==> src/rtl/irqc_pkg.sv <==
package irqc_pkg;
    localparam int DW       = 32;
    localparam int AW       = 8;
    localparam int TX_LSB   = 0;
    localparam int N_TX     = 6;
    localparam int RX_LSB   = 8;
    localparam int N_RX     = 6;
    localparam int LINK_BIT = 16;

    localparam logic [AW-1:0] STA_OFS = 8'h08;
    localparam logic [AW-1:0] EN_OFS  = 8'h0C;

    // positions inside each field
    localparam int TX_DONE_POS = TX_LSB + 0;
    localparam int TX_TMO_POS  = TX_LSB + 3;
    localparam int TX_UNF_POS  = TX_LSB + 4;
    localparam int RX_DONE_POS = RX_LSB + 0;
    localparam int RX_TMO_POS  = RX_LSB + 3;
    localparam int RX_OVF_POS  = RX_LSB + 4;

    function automatic logic [DW-1:0] field_mask(input int lsb, input int n);
        logic [DW-1:0] m;
        m = '0;
        for (int i = 0; i < n; i++) m[lsb+i] = 1'b1;
        return m;
    endfunction

    localparam logic [DW-1:0] VALID_MASK = field_mask(TX_LSB, N_TX)
                                         | field_mask(RX_LSB, N_RX)
                                         | field_mask(LINK_BIT, 1);
    localparam logic [DW-1:0] HARD_MASK  = field_mask(TX_TMO_POS, 1)
                                         | field_mask(TX_UNF_POS, 1)
                                         | field_mask(RX_TMO_POS, 1)
                                         | field_mask(RX_OVF_POS, 1);
    localparam logic [DW-1:0] NORM_MASK  = field_mask(TX_DONE_POS, 1)
                                         | field_mask(RX_DONE_POS, 1);

    typedef enum logic {
        IRQ_QUIET  = 1'b0,
        IRQ_RAISED = 1'b1
    } line_state_e;
endpackage

==> src/rtl/irqc_event_map.sv <==
module irqc_event_map
    import irqc_pkg::*;
#(
    parameter int W = DW
) (
    input  logic [N_TX-1:0] tx_evt,
    input  logic [N_RX-1:0] rx_evt,
    input  logic            link_evt,
    output logic [W-1:0]    evt_vec
);
    always_comb begin
        evt_vec = '0;
        evt_vec[TX_LSB +: N_TX] = tx_evt;
        evt_vec[RX_LSB +: N_RX] = rx_evt;
        evt_vec[LINK_BIT]       = link_evt;
    end
endmodule

==> src/rtl/irqc_status_bank.sv <==
module irqc_status_bank
    import irqc_pkg::*;
#(
    parameter int            W    = DW,
    parameter logic [W-1:0]  IMPL = VALID_MASK
) (
    input  logic         clk,
    input  logic         rst_n,
    input  logic [W-1:0] evt_vec,
    input  logic [W-1:0] clr_vec,
    output logic [W-1:0] sta_q
);
    for (genvar i = 0; i < W; i++) begin : g_bit
        if (IMPL[i]) begin : g_live
            // a new event outranks a same-cycle clear
            always_ff @(posedge clk or negedge rst_n) begin
                if (!rst_n)          sta_q[i] <= 1'b0;
                else if (evt_vec[i]) sta_q[i] <= 1'b1;
                else if (clr_vec[i]) sta_q[i] <= 1'b0;
            end
        end else begin : g_tied
            assign sta_q[i] = 1'b0;
        end
    end
endmodule

==> src/rtl/irqc_reg_port.sv <==
module irqc_reg_port
    import irqc_pkg::*;
#(
    parameter int           W    = DW,
    parameter int           A    = AW,
    parameter logic [W-1:0] IMPL = VALID_MASK
) (
    input  logic         clk,
    input  logic         rst_n,
    input  logic         reg_wr,
    input  logic [A-1:0] reg_addr,
    input  logic [W-1:0] reg_wdata,
    input  logic [W-1:0] sta_q,
    output logic [W-1:0] clr_vec,
    output logic [W-1:0] en_q,
    output logic [W-1:0] reg_rdata
);
    logic hit_sta, hit_en;

    always_comb begin
        hit_sta = (reg_addr == STA_OFS);
        hit_en  = (reg_addr == EN_OFS);
        clr_vec = (reg_wr && hit_sta) ? (reg_wdata & IMPL) : '0;
    end

    always_ff @(posedge clk or negedge rst_n) begin
        if (!rst_n)               en_q <= '0;
        else if (reg_wr && hit_en) en_q <= reg_wdata & IMPL;
    end

    always_comb begin
        if (hit_sta)     reg_rdata = sta_q;
        else if (hit_en) reg_rdata = en_q;
        else             reg_rdata = '0;
    end
endmodule

==> src/rtl/irqc_line_fsm.sv <==
module irqc_line_fsm
    import irqc_pkg::*;
(
    input  logic clk,
    input  logic rst_n,
    input  logic pending,
    output logic irq
);
    line_state_e state_q, state_d;

    always_ff @(posedge clk or negedge rst_n) begin
        if (!rst_n) state_q <= IRQ_QUIET;
        else        state_q <= state_d;
    end

    always_comb begin
        state_d = state_q;
        unique case (state_q)
            IRQ_QUIET:  if (pending)  state_d = IRQ_RAISED; // assert
            IRQ_RAISED: if (!pending) state_d = IRQ_QUIET;  // release
        endcase
    end

    always_comb begin
        irq = (state_q == IRQ_RAISED);
    end
endmodule

==> src/rtl/dma_event_irq_ctrl.sv <==
module dma_event_irq_ctrl
    import irqc_pkg::*;
(
    input  logic            clk,
    input  logic            rst_n,
    input  logic            reg_wr,
    input  logic [AW-1:0]   reg_addr,
    input  logic [DW-1:0]   reg_wdata,
    output logic [DW-1:0]   reg_rdata,
    input  logic [N_TX-1:0] tx_evt,
    input  logic [N_RX-1:0] rx_evt,
    input  logic            link_evt,
    output logic            irq,
    output logic            sum_normal,
    output logic            sum_hard
);
    logic [DW-1:0] evt_vec, clr_vec, sta_q, en_q, live;

    irqc_event_map #(.W(DW)) i_map (
        .tx_evt(tx_evt), .rx_evt(rx_evt), .link_evt(link_evt), .evt_vec(evt_vec)
    );

    irqc_status_bank #(.W(DW), .IMPL(VALID_MASK)) i_bank (
        .clk(clk), .rst_n(rst_n), .evt_vec(evt_vec), .clr_vec(clr_vec), .sta_q(sta_q)
    );

    irqc_reg_port #(.W(DW), .A(AW), .IMPL(VALID_MASK)) i_port (
        .clk(clk), .rst_n(rst_n), .reg_wr(reg_wr), .reg_addr(reg_addr),
        .reg_wdata(reg_wdata), .sta_q(sta_q), .clr_vec(clr_vec),
        .en_q(en_q), .reg_rdata(reg_rdata)
    );

    always_comb begin
        live       = sta_q & en_q;
        sum_normal = |(live & NORM_MASK);
        sum_hard   = |(live & HARD_MASK);
    end

    irqc_line_fsm i_line (
        .clk(clk), .rst_n(rst_n), .pending(|live), .irq(irq)
    );
endmodule

==> config.mk <==
export PLATFORM = sky130hd
export DESIGN_NAME = dma_event_irq_ctrl
export DESIGN_NICKNAME = d
export VERILOG_FILES = /design/src/rtl/irqc_pkg.sv /design/src/rtl/irqc_event_map.sv /design/src/rtl/irqc_status_bank.sv /design/src/rtl/irqc_reg_port.sv /design/src/rtl/irqc_line_fsm.sv /design/src/rtl/dma_event_irq_ctrl.sv
export SDC_FILE = /design/constraint.sdc
export NUM_CORES = 1
export LEC_CHECK = 0
export BUFFER_PORTS_ARGS = -buffer_cell sky130_fd_sc_hd__buf_4
export CAP_MARGIN = 25
export CORE_MARGIN = 5
export CORE_UTILIZATION = 43
export DETAILED_ROUTE_END_ITERATION = 16
export PLACE_DENSITY = 0.79
export SLEW_MARGIN = 25
export SYNTH_ARGS = -nofsm -noshare
export SYNTH_HDL_FRONTEND = slang
export SYNTH_SLANG_ARGS = --single-unit
export TNS_END_PERCENT = 50
==> constraint.sdc <==
create_clock -name clk -period 1.4 [get_ports clk]
set_clock_uncertainty 0.05 [all_clocks]
set_input_delay 0.07 -clock clk [delete_from_list [all_inputs] [get_ports clk]]
set_output_delay 0.07 -clock clk [all_outputs]
set_load 0.02 [all_outputs]
== Yosys cells after proc, flatten, opt, wreduce, memory -nomap -nowiden ==
Cells that the tools add are included.
Operators by class
  multiplexer cells: 30
  bitwise gates (word level): 1
  reductions and logical operators: 18
  equal/unequal tests: 2
Operators with widths (count)
  17-bit two-way mux: 3
  32-bit OR reduction: 1
  1-bit two-way mux: 27
  2-bit nonzero test: 13
  17-bit bitwise AND: 1
  8-bit by 4-bit equality test with 1-bit output, second input constant: 2
  4-bit OR reduction: 1
  1-bit logical AND: 2
  2-bit OR reduction: 1
Storage, ports and cells
  word-level logic and storage cells: 66
  output and inout bits: 35
  flip-flop bits (word level): 27

== Depth between registers and ports, before layout ==
Gate-level depths: netlist (run 1).
  depth after elaboration: 5
  mapped depth: 4
  gate-level depth less buffers: 3

== By module ==
From an unflattened synthesis (run 1), not the netlist that was laid out.
Second synthesis, totals
  cells, all modules: 251
  area total of the unflattened synthesis: 2331.0 µm²
By module, submodules not included
  irqc_reg_port: area an instance 1261.2 µm², sequential area each 325.3 µm², cells an instance 137, instances 1
  irqc_status_bank: area an instance 618.1 µm², sequential area each 325.3 µm², cells an instance 59, instances 1
  irqc_event_map: area an instance 244.0 µm², sequential area each 0.0 µm², cells an instance 33, instances 1
  dma_event_irq_ctrl: area an instance 182.7 µm², sequential area each 0.0 µm², cells an instance 21, instances 1
  irqc_line_fsm: area an instance 25.0 µm², sequential area each 25.0 µm², cells an instance 1, instances 1

== Worst setup path before layout (run 1) ==
OpenSTA, ideal clock, no wires.
  path kind: input to output
  start: input port reg_addr[7]
  end: output port reg_rdata[10]
  data arrival time: 1.158 ns
  buffers on the path: 1
  slack: 0.122 ns
  stages on the path: 4
  data required time: 1.280 ns
  cell sequence: nor4_4 nand3_1 clkbuf_1 nor2_1
Between the ends
  longest elaborated chain between the ends: 3
  elaborated cells on any way between the ends: 4
RTL lines
  start, declared: line dma_event_irq_ctrl.sv:7  | input logic [AW-1:0] reg_addr,
  8-bit by 4-bit equality test with 1-bit output: line irqc_reg_port.sv:22  | hit_en = (reg_addr == EN_OFS);
  17-bit two-way mux: line irqc_reg_port.sv:33  | else if (hit_en) reg_rdata = en_q;
  17-bit two-way mux (*): line irqc_reg_port.sv:32  | if (hit_sta) reg_rdata = sta_q;
  end, declared: line dma_event_irq_ctrl.sv:9  | output logic [DW-1:0] reg_rdata,
Every way passes the cells marked *; elsewhere a longest branch is shown, timed or not.

== Worst setup path in the final report (run 1) ==
  start: register i_bank.sta_q[12]
  end: output port sum_hard
Between the ends
  longest elaborated chain between the ends: 2
RTL lines
  start, declared: line irqc_status_bank.sv:11  | output logic [W-1:0] sta_q
  start signal, assigned by index: line irqc_status_bank.sv:17  | if (!rst_n) sta_q[i] <= 1'b0;
  start signal, assigned by index: line irqc_status_bank.sv:18  | else if (evt_vec[i]) sta_q[i] <= 1'b1;
  start signal, assigned by index: line irqc_status_bank.sv:19  | else if (clr_vec[i]) sta_q[i] <= 1'b0;
  17-bit bitwise AND: line dma_event_irq_ctrl.sv:34  | live = sta_q & en_q;
  4-bit OR reduction: line dma_event_irq_ctrl.sv:36  | sum_hard = |(live & HARD_MASK);
  end, declared: line dma_event_irq_ctrl.sv:15  | output logic sum_hard
No other way between the ends.

==> results of run 1 <==
==> placed cells by master, fill, tap and decap left out <==
cell and instances:
nor2_1 14, nand4b_1 13, mux2_4 10, nand3_2 1
nand2_1 1, a22oi_1 1, a222oi_1 1, nand3_1 2
clkinvlp_4 1, dlygate4sd3_1 27, buf_4 58, nor4_4 1
and3_1 1, mux2_2 3, a21o_1 13, a22oi_2 2
conb_1 19, and4bb_2 1, a221oi_1 1, mux2i_1 13
clkbuf_4 3, buf_12 1, a22o_1 1, dfrtp_1 27
==> worst max-delay path by stage <==
stage          slack (ns)              end        startpoint  cells after the start
6_report             0.05         sum_hard  i_bank.sta_q[12]                      3
5_1_grt             -0.01         sum_hard   i_bank.sta_q[4]                      3
3_3_place_gp         0.08  i_port.en_q[11]       reg_addr[7]                      5
3_5_place_dp         0.03  i_port.en_q[10]       reg_addr[7]                      5
4_1_cts             0.005         sum_hard  i_bank.sta_q[12]                      3
2_1_floorplan        0.12    reg_rdata[10]       reg_addr[7]                      4
==> logic make-up (layout without fill, tap and decap cells) <==
logic type	after synthesis	after routing	synth area share (%)
other cells	1	19	0.242
compound gates	19	19	9.52
mux	26	26	20.3
buf+inv	26	90	11.5
simple gates	34	34	14.9
flops	27	27	43.6
==> area by class of cell <==
type | instances | area share, %
sequential | 27 | 29.9
timing repair buffer | 86 | 32.1
clock buffer | 3 | 0.996
tap | 46 | 2.54
clock inverter | 1 | 0.332
multi-input combinational | 98 | 34.2
==> report_power, final <==
part / total, W / switching [W] / leakage, nW / internal [W]
combinational: 0.000389 / 0.000182 / 0.756 / 0.000207
sequential: 0.000827 / 0.0000187 / 0.305 / 0.000808
clock: 0.000354 / 0.000245 / 0.0139 / 0.000109
total: 0.00157 / 0.000445 / 1.07 / 0.00112
==> per-layer routing <==
metal | wire length, um | share of wire [%] | track usage (%) | up-vias
met2 | 1980 | 50 | 26.3 | 70
met3 | 328 | 8.2 | 3.73 | 4
li1 | - | - | - | 608
met5 | 0 | 0 | 0 | -
met4 | 40 | 1.0 | 5.11 | 0
met1 | 1630 | 41 | 21.4 | 620
==> worst max-delay path: cells and delay by family (launching register included) <==
family          cells  cell delay [ns]
compound gates      1             0.22
simple gates        1             0.08
buf+inv             1             0.16
flops               1             0.44
==> registers in the layout, indices dropped and copies added (netlist names) <==
register and flops:
i_bank.sta_q 13, i_line.irq 1, i_port.en_q 13
==> stage by stage <==
step | total power (W) | util (%) | TNS [ns] | area, um^2
finish | 0.00157 | 66.2 | 0 | 2260
global route | 0.00164 | 66.2 | -0.0120 | 2260
CTS | 0.00158 | 65.7 | 0 | 2240
detailed placement | 0.00117 | 56.9 | 0 | 1940
global placement | 0.00116 | 56.9 | 0 | 1940
floorplan | 0.00105 | - | 0 | 1620
==> what timing repair did <==
action	4_1_cts	5_1_grt
endpoints found under the setup margin	0	1
hold buffers	27	0
buffers inserted	0	1
gates resized for setup	0	2
hold endpoints to repair	53	0
==> impl_metrics.py, run 1 <==
metrics = {
    "clock_tree": {
        "htreeDepth": 1,
        "clkSinkCount": 27,
        "ctsRootBufferMaster": "clkbuf_4",
        "clkTransAtPathRegs_ns": 0.16,
        "insertion_delay_ns": 0.33,
        "cts_tree": "built",
        "cts_buffer_depth": 2,
        "numCtsBuffers": 3,
    },
    "timing": {
        "setup_viol": 0,
        "min_period_ns": 1.35,
        "fin_crit_sh_pct": 96.3,
        "fmax_mhz": 741,
        "holdWs_ns": 0.117,
        "layout_setup_ws_ns": 0.0513,
        "drv_slew": 0,
        "hold_viol_final": 0,
    },
    "critical_path": {
        "reg2reg_to": "i_line.irq",
        "rrSetupSlack_ns": 0.11,
        "crit_chain": "a22oi_2 > nand2_1 > buf_4",
        "cp.required_ns": 1.28,
        "slowest_stage": "dfrtp_1",
        "worstPathMaxFanout": 3,
        "worstRegToRegCells": 3,
        "max_stage_delay_ns": 0.44,
        "worst-setup-path-type": "reg -> out",
        "arrival_ns": 1.23,
        "crit_path_end_kind": "primary output",
        "r2r_start": "i_bank.sta_q[8]",
        "cp-start-kind": "flip-flop",
    },
    "logic_synthesis": {
        "synth-edff-count": 0,
        "avgSynthCellArea_um2": 11.7,
        "netlist_area_um2": 1550,
        "ys_seq_elements": 27,
        "synth_common_cells": "dfrtp_1, buf_4, nor2_1",
        "synth_ff_type": "dfrtp_1",
        "synth_top_area_share_pct": 43.6,
        "ys_warn_count": 0,
        "synth_seq_area_share_pct": 43.6,
        "syn_inst": 133,
        "synth_largest_area_cell": "dfrtp_1",
        "async_reset_ff_share_pct": 100,
        "synth_cell_type_count": 23,
        "yosysMostFrequentCell": "dfrtp_1",
        "synth_area_leaders": "dfrtp_1, mux2_4, buf_4",
    },
    "layout": {
        "multi_input_area_um2": 773,
        "layout.nets": 272,
        "syn_to_final_growth_pct": 45.9,
        "regArea_um2": 676,
        "drive_gt1_share_pct": 37.7,
        "fillers": 265,
        "insertedDiodeCount": 0,
        "fin_cells": 261,
    },
    "route": {
        "dr.first_iter.drc_count": 56,
        "vias": 1302,
        "wire_per_inst_um": 15.3,
        "dr.pass1.iters": 4,
        "routed_wl_mm": 3.98,
        "drc": 0,
        "ant_nets": 0,
        "viasPerCell": 4.99,
    },
    "global_route": {
        "grt_pass1_wl_mm": 6.58,
        "grt_pass1_vias": 1434,
        "grt_start_max_net_pins": 28,
        "antenna_found_initial": 0,
        "globalRouteOverflowTotal": 0,
        "grt_util_all_layers_pct": 16.2,
    },
    "place": {
        "portBuffers": 52,
        "gp_congestion": 0.775,
        "dp_cells": 229,
        "dp_hpwl_mm": 2.90,
        "pre_cts_slack_ns": 0.0342,
    },
    "run_status": {
        "status": "finished clean",
    },
    "floorplan": {
        "dieArea_um2": 4910,
        "num_io_pins": 91,
        "die_h_um": 70.0,
        "rows": 21,
        "dieWidth_um": 70.0,
        "design.core.area_um2": 3420,
        "initial_core_util_pct": 45.4,
    },
    "pwr": {
        "power_density_nw_per_um2": 694,
        "p_leak_nw": 1.07,
        "vdd_drop_max_v": 0.000528,
    },
    "min_path": {
        "hp-class": "in -> async",
    },
    "flow_run": {
        "max_cap_viol_count": 0,
    },
}
Note: power is estimated with default switching activity, not from simulation.
==> run 2: changes to the inputs <==
--- a/config.mk
+++ b/config.mk
@@ -12,2 +12,3 @@
 export DETAILED_ROUTE_END_ITERATION = 16
+export HOLD_SLACK_MARGIN = 0.05
 export PLACE_DENSITY = 0.79
--- a/constraint.sdc
+++ b/constraint.sdc
@@ -4,2 +4,2 @@
 set_output_delay 0.07 -clock clk [all_outputs]
-set_load 0.02 [all_outputs]
+set_load 0.005 [all_outputs]
==> run 2 against run 1 <==
  * Register-to-register slack improved by 0.04 ns
  * Flip-flop and latch count did not move
  * First-iteration DRC count rose by 41%
  * Sequential power barely moved
  * Combinational power fell by 15%
  * Via count rose by 1.7%
  * Clock power fell by 3%
  * Cell count did not move
==> impl_metrics.py, run 2 (synthesized netlist as in run 1, its figures left out) <==
metrics = {
    "clock_tree": {
        "ctsRootBufferMaster": "clkbuf_4",
        "insertion_delay_ns": 0.33,
        "clkTransAtPathRegs_ns": 0.15,
        "cts_tree": "built",
        "clkSinkCount": 27,
        "numCtsBuffers": 3,
        "cts_buffer_depth": 2,
        "htreeDepth": 1,
    },
    "layout": {
        "insertedDiodeCount": 0,
        "final_cell_mix": "buf_4, dlygate4sd3_1, dfrtp_1, conb_1, nor2_1",
        "fillers": 270,
        "syn_to_final_growth_pct": 45.4,
        "final_common_cell": "buf_4",
        "drive_gt1_share_pct": 37.2,
        "layout.nets": 272,
    },
    "pwr": {
        "p_switching_w": 0.000381,
        "sequentialPowerShare_pct": 55.1,
        "swShare_pct": 25.4,
        "finalPower_w": 0.00150,
        "combPwrFrac_pct": 22.1,
        "power_density_nw_per_um2": 666,
        "pwr-share-clk_pct": 22.9,
        "p_int_w": 0.00112,
        "vdd_drop_max_v": 0.000341,
        "p_leak_nw": 1.08,
    },
    "timing": {
        "fmax_mhz": 744,
        "drv_slew": 0,
        "setup_viol": 0,
        "min_period_ns": 1.34,
        "rsz0062_at_grt": "false",
        "fin_crit_sh_pct": 96.0,
        "layout_setup_ws_ns": 0.0557,
        "hold_viol_final": 0,
        "setup_tns_ns": 0,
    },
    "floorplan": {
        "rows": 21,
        "dieWidth_um": 70.0,
        "initial_core_util_pct": 45.4,
        "design.core.area_um2": 3420,
        "dieArea_um2": 4910,
        "num_io_pins": 91,
        "die_h_um": 70.0,
    },
    "flow_run": {
        "max_cap_viol_count": 0,
    },
    "critical_path": {
        "arrival_ns": 1.22,
        "r2r_start": "i_bank.sta_q[5]",
        "cp.required_ns": 1.28,
        "worst-setup-path-type": "reg -> out",
        "worstPathMaxFanout": 3,
        "reg2reg_to": "i_line.irq",
        "crit_path_end_kind": "primary output",
        "cp-start-kind": "flip-flop",
        "worstRegToRegCells": 3,
        "rrSetupSlack_ns": 0.15,
    },
    "global_route": {
        "grt_util_all_layers_pct": 16.4,
        "grt_pass1_wl_mm": 6.60,
        "grt_pass1_vias": 1390,
        "antenna_found_initial": 0,
        "grt_start_max_net_pins": 28,
        "globalRouteOverflowTotal": 0,
    },
    "place": {
        "portBuffers": 52,
        "gp_congestion": 0.794,
        "pre_cts_slack_ns": 0.0335,
        "dp_hpwl_mm": 2.88,
    },
    "route": {
        "drc": 0,
        "dr.first_iter.drc_count": 79,
        "dr.pass1.iters": 4,
        "ant_nets": 0,
        "viasPerCell": 5.07,
        "wire_per_inst_um": 15.2,
        "vias": 1324,
        "routed_wl_mm": 3.98,
    },
    "min_path": {
        "hp-class": "in -> async",
    },
    "run_status": {
        "status": "finished clean",
    },
}
[run 2: worst max-delay path by stage]
stage                           startpoint         endpoint  slack, ns  depth (start not counted)
after CTS                 i_bank.sta_q[12]         sum_hard       0.05                          3
after floorplan                reg_addr[7]   i_port.en_q[0]       0.15                          4
after global placement         reg_addr[7]  i_port.en_q[10]       0.08                          5
after global routing       i_bank.sta_q[4]         sum_hard     0.0005                          3
after detailed placement       reg_addr[7]   i_port.en_q[3]       0.03                          5
final                      i_bank.sta_q[4]         sum_hard       0.06                          3
[run 2: cell type report]
type                    count  area [um^2]  area share (%)
multi-input cells          98          768            34.1
repair buffers             86          726            32.2
well taps                  46         57.6            2.55
clock inverters             1         5.00           0.222
flip-flops and latches     27          676            30.0
clock buffers               3         22.5           0.999
[run 2: per-stage QoR]
step	cell area, um^2	utilization (%)	hold WS [ns]	instances
after global placement	1940	56.9	-0.0563	229
after floorplan	1620	-	-0.276	151
after CTS	2240	65.6	0.119	260
final	2250	66.0	0.126	261
after global routing	2250	66.0	0.153	261
after detailed placement	1940	56.9	-0.0470	229
[run 2: repair_timing]
item	4_1_cts	5_1_grt
hold endpoints to repair	53	0
resized for setup	0	1
setup endpoints to repair	0	1
buffers inserted	0	1
hold buffers	27	0
[run 2: critical path, cell delays in order, from the launching register on]
cell and delay (ns):
dfrtp_1 0.43, a22oi_1 0.24, nand2_1 0.09, buf_4 0.14
[run 2: power groups by stage]
stage	combinational, W	sequential, W	clock [W]
3_5_place_dp	0.000269	0.000841	0
2_1_floorplan	0.000153	0.000837	0
4_1_cts	0.000330	0.000826	0.000353
3_3_place_gp	0.000264	0.000839	0
5_1_grt	0.000364	0.000831	0.000379
6_report	0.000331	0.000826	0.000343
[run 2: per-layer routing]
metal  GRT usage (%)  vias to the layer above  share of wire (%)
met5               0                        -                  0
met4            3.19                        0               0.30
met3            2.87                        2                8.4
met2            28.1                       71                 50
met1            21.8                      642                 41
li1                -                      609                  -
==> run 3: changes to the inputs <==
CORE_UTILIZATION = 50   (was 43)
PLACE_DENSITY = 0.82   (was 0.79)
SYNTH_HIERARCHICAL = 1   (was default)
==> run 3 against run 2 <==
  * The flow now finishes with violations (negative setup slack)
  * Fmax shrank 14%
  * Clock power grew 33%
  * Die area grew 11%
  * Sequential share of layout area shrank 7.2 points
  * Total power grew 11%
  * Wire length grew 35%
  * Critical path type is now reg -> reg
  * Highest routed layer unchanged
==> impl_metrics.py, run 3 <==
metrics = {
    "global_route": {
        "grt_util_all_layers_pct": 19.2,
        "globalRouteOverflowTotal": 0,
        "grt_start_max_net_pins": 28,
        "grt_pass1_vias": 1775,
        "antenna_found_initial": 0,
        "grt_pass1_wl_mm": 7.92,
    },
    "route": {
        "routed_wl_mm": 5.38,
        "dr.first_iter.drc_count": 49,
        "drt-met1-wl_mm": 2.05,
        "wire_per_inst_um": 15.0,
        "drc": 0,
        "viasPerCell": 4.66,
        "top_layer": "met4",
        "ant_nets": 0,
        "dr_wl_met3_um": 329,
        "dr_wl_met2_mm": 2.90,
        "dr.pass1.iters": 4,
        "vias": 1668,
    },
    "timing": {
        "fin_crit_sh_pct": 112,
        "layout_setup_ws_ns": -0.165,
        "setup_viol": 34,
        "maxSlewHeadroom_pct": 62.9,
        "drv_slew": 0,
        "fmax_mhz": 639,
        "rsz0062_at_grt": "true",
        "worst_pin_slew_ns": 0.555,
        "min_period_ns": 1.56,
        "hold_viol_final": 0,
    },
    "run_status": {
        "violations": "negative setup slack",
        "status": "finished, violations left",
    },
    "critical_path": {
        "crit_path_end_kind": "flip-flop",
        "cp-start-kind": "flip-flop",
        "crit_chain": "a22o_1 > a221oi_2 > nand4_1 > or4_1",
        "worstPathMaxFanout": 2,
        "max_stage_delay_ns": 0.41,
        "cp.required_ns": 1.50,
        "reg2reg_to": "i_line/irq",
        "slowest_stage": "or4_1",
        "worst-setup-path-type": "reg -> reg",
        "arrival_ns": 1.67,
        "rrSetupSlack_ns": -0.16,
        "r2r_start": "i_bank/sta_q[13]",
        "worstRegToRegCells": 4,
    },
    "clock_tree": {
        "clkSinkCount": 27,
        "insertion_delay_ns": 0.28,
        "cts_buffer_depth": 2,
        "cts_tree": "built",
        "ctsRootBufferMaster": "clkbuf_8",
        "htreeDepth": 1,
        "numCtsBuffers": 3,
        "clkTransAtPathRegs_ns": 0.10,
    },
    "layout": {
        "drive_gt1_share_pct": 49.0,
        "syn_to_final_growth_pct": 45.5,
        "fillers": 262,
        "insertedDiodeCount": 0,
        "layout.nets": 365,
        "final_common_cell": "buf_4",
        "fin_util_pct": 74.8,
        "final_cell_mix": "buf_4, conb_1, dlygate4sd3_1, dfrtp_1, and2_1",
    },
    "pwr": {
        "finalPower_w": 0.00167,
        "p_switching_w": 0.000430,
        "combPwrFrac_pct": 24.0,
        "pwr-share-clk_pct": 27.4,
        "swShare_pct": 25.7,
        "p_leak_nw": 1.41,
        "vdd_drop_max_v": 0.000408,
        "sequentialPowerShare_pct": 48.6,
        "power_density_nw_per_um2": 562,
        "p_int_w": 0.00124,
    },
    "floorplan": {
        "dieArea_um2": 5460,
        "num_io_pins": 91,
        "die_h_um": 73.9,
        "rows": 23,
        "dieWidth_um": 73.9,
        "initial_core_util_pct": 51.4,
        "design.core.area_um2": 3970,
    },
    "logic_synthesis": {
        "ys_warn_count": 6,
        "netlist_area_um2": 2040,
        "syn_inst": 212,
        "avgSynthCellArea_um2": 9.63,
    },
    "min_path": {
        "hp-class": "in -> async",
    },
    "place": {
        "dp_hpwl_mm": 3.47,
        "gp_congestion": 0.780,
        "portBuffers": 52,
    },
    "flow_run": {
        "max_cap_viol_count": 0,
    },
}
==> run 3: per-layer routing <==
layer	GRT usage, %	vias up
met2	35.7	50
met3	3.69	8
met1	21.5	799
met4	7.04	0
li1	-	811
met5	0	-
==> run 3: worst max path at each step <==
stage	from	to	slack, ns	depth (start not counted)
global route	i_bank/sta_q[13]	i_line/irq	-0.27	4
global placement	reg_addr[4]	reg_rdata[10]	-0.22	5
CTS	i_port/en_q[0]	i_line/irq	-0.19	4
floorplan	reg_addr[4]	i_port/en_q[0]	-0.12	4
detailed placement	reg_addr[4]	i_port/en_q[13]	-0.22	5
finish	i_bank/sta_q[13]	i_line/irq	-0.16	4
==> run 3: repair_timing <==
action,CTS,global route
hold endpoints to repair,53,0
cloned,1,0
pin swaps,4,18
setup endpoints to repair,14,42
buffers inserted,3,1
hold buffers,27,0
gates resized for setup,6,58
==> run 3: critical path: cells and delay by family, from the launching register on <==
kind	cells	cell delay, ns
AO/OA/AOI/OAI	2	0.46
flip-flops	1	0.40
AND/OR/NAND/NOR	2	0.54
==> run 3: layout make-up <==
type | instances | area (um^2) | share of cell area, %
multi-input cells | 151 | 1180 | 39.7
repair buffers | 112 | 955 | 32.1
flip-flops and latches | 27 | 676 | 22.7
well taps | 50 | 62.6 | 2.11
inverters | 14 | 52.6 | 1.77
clock buffers | 3 | 41.3 | 1.39
clock inverters | 1 | 5.00 | 0.168
==> run 3: through the flow <==
stage / setup WS (ns) / setup TNS (ns) / std cells / hold WS (ns) / instance area, um^2
2_1_floorplan: -0.121 / -2.12 / 248 / -0.276 / 2180
3_3_place_gp: -0.217 / -7.31 / 322 / -0.0452 / 2450
3_5_place_dp: -0.220 / -7.77 / 322 / -0.0401 / 2450
4_1_cts: -0.185 / -0.757 / 357 / 0.199 / 2810
5_1_grt: -0.266 / -2.14 / 358 / 0.226 / 2970
6_report: -0.165 / -0.794 / 358 / 0.203 / 2970
==> run 3: power groups by stage <==
stage | combinational [W] | sequential (W) | clock [W]
3_3_place_gp | 0.000283 | 0.000825 | 0
6_report | 0.000401 | 0.000811 | 0.000457
3_5_place_dp | 0.000289 | 0.000825 | 0
5_1_grt | 0.000435 | 0.000814 | 0.000506
4_1_cts | 0.000361 | 0.000810 | 0.000458
2_1_floorplan | 0.000228 | 0.000824 | 0
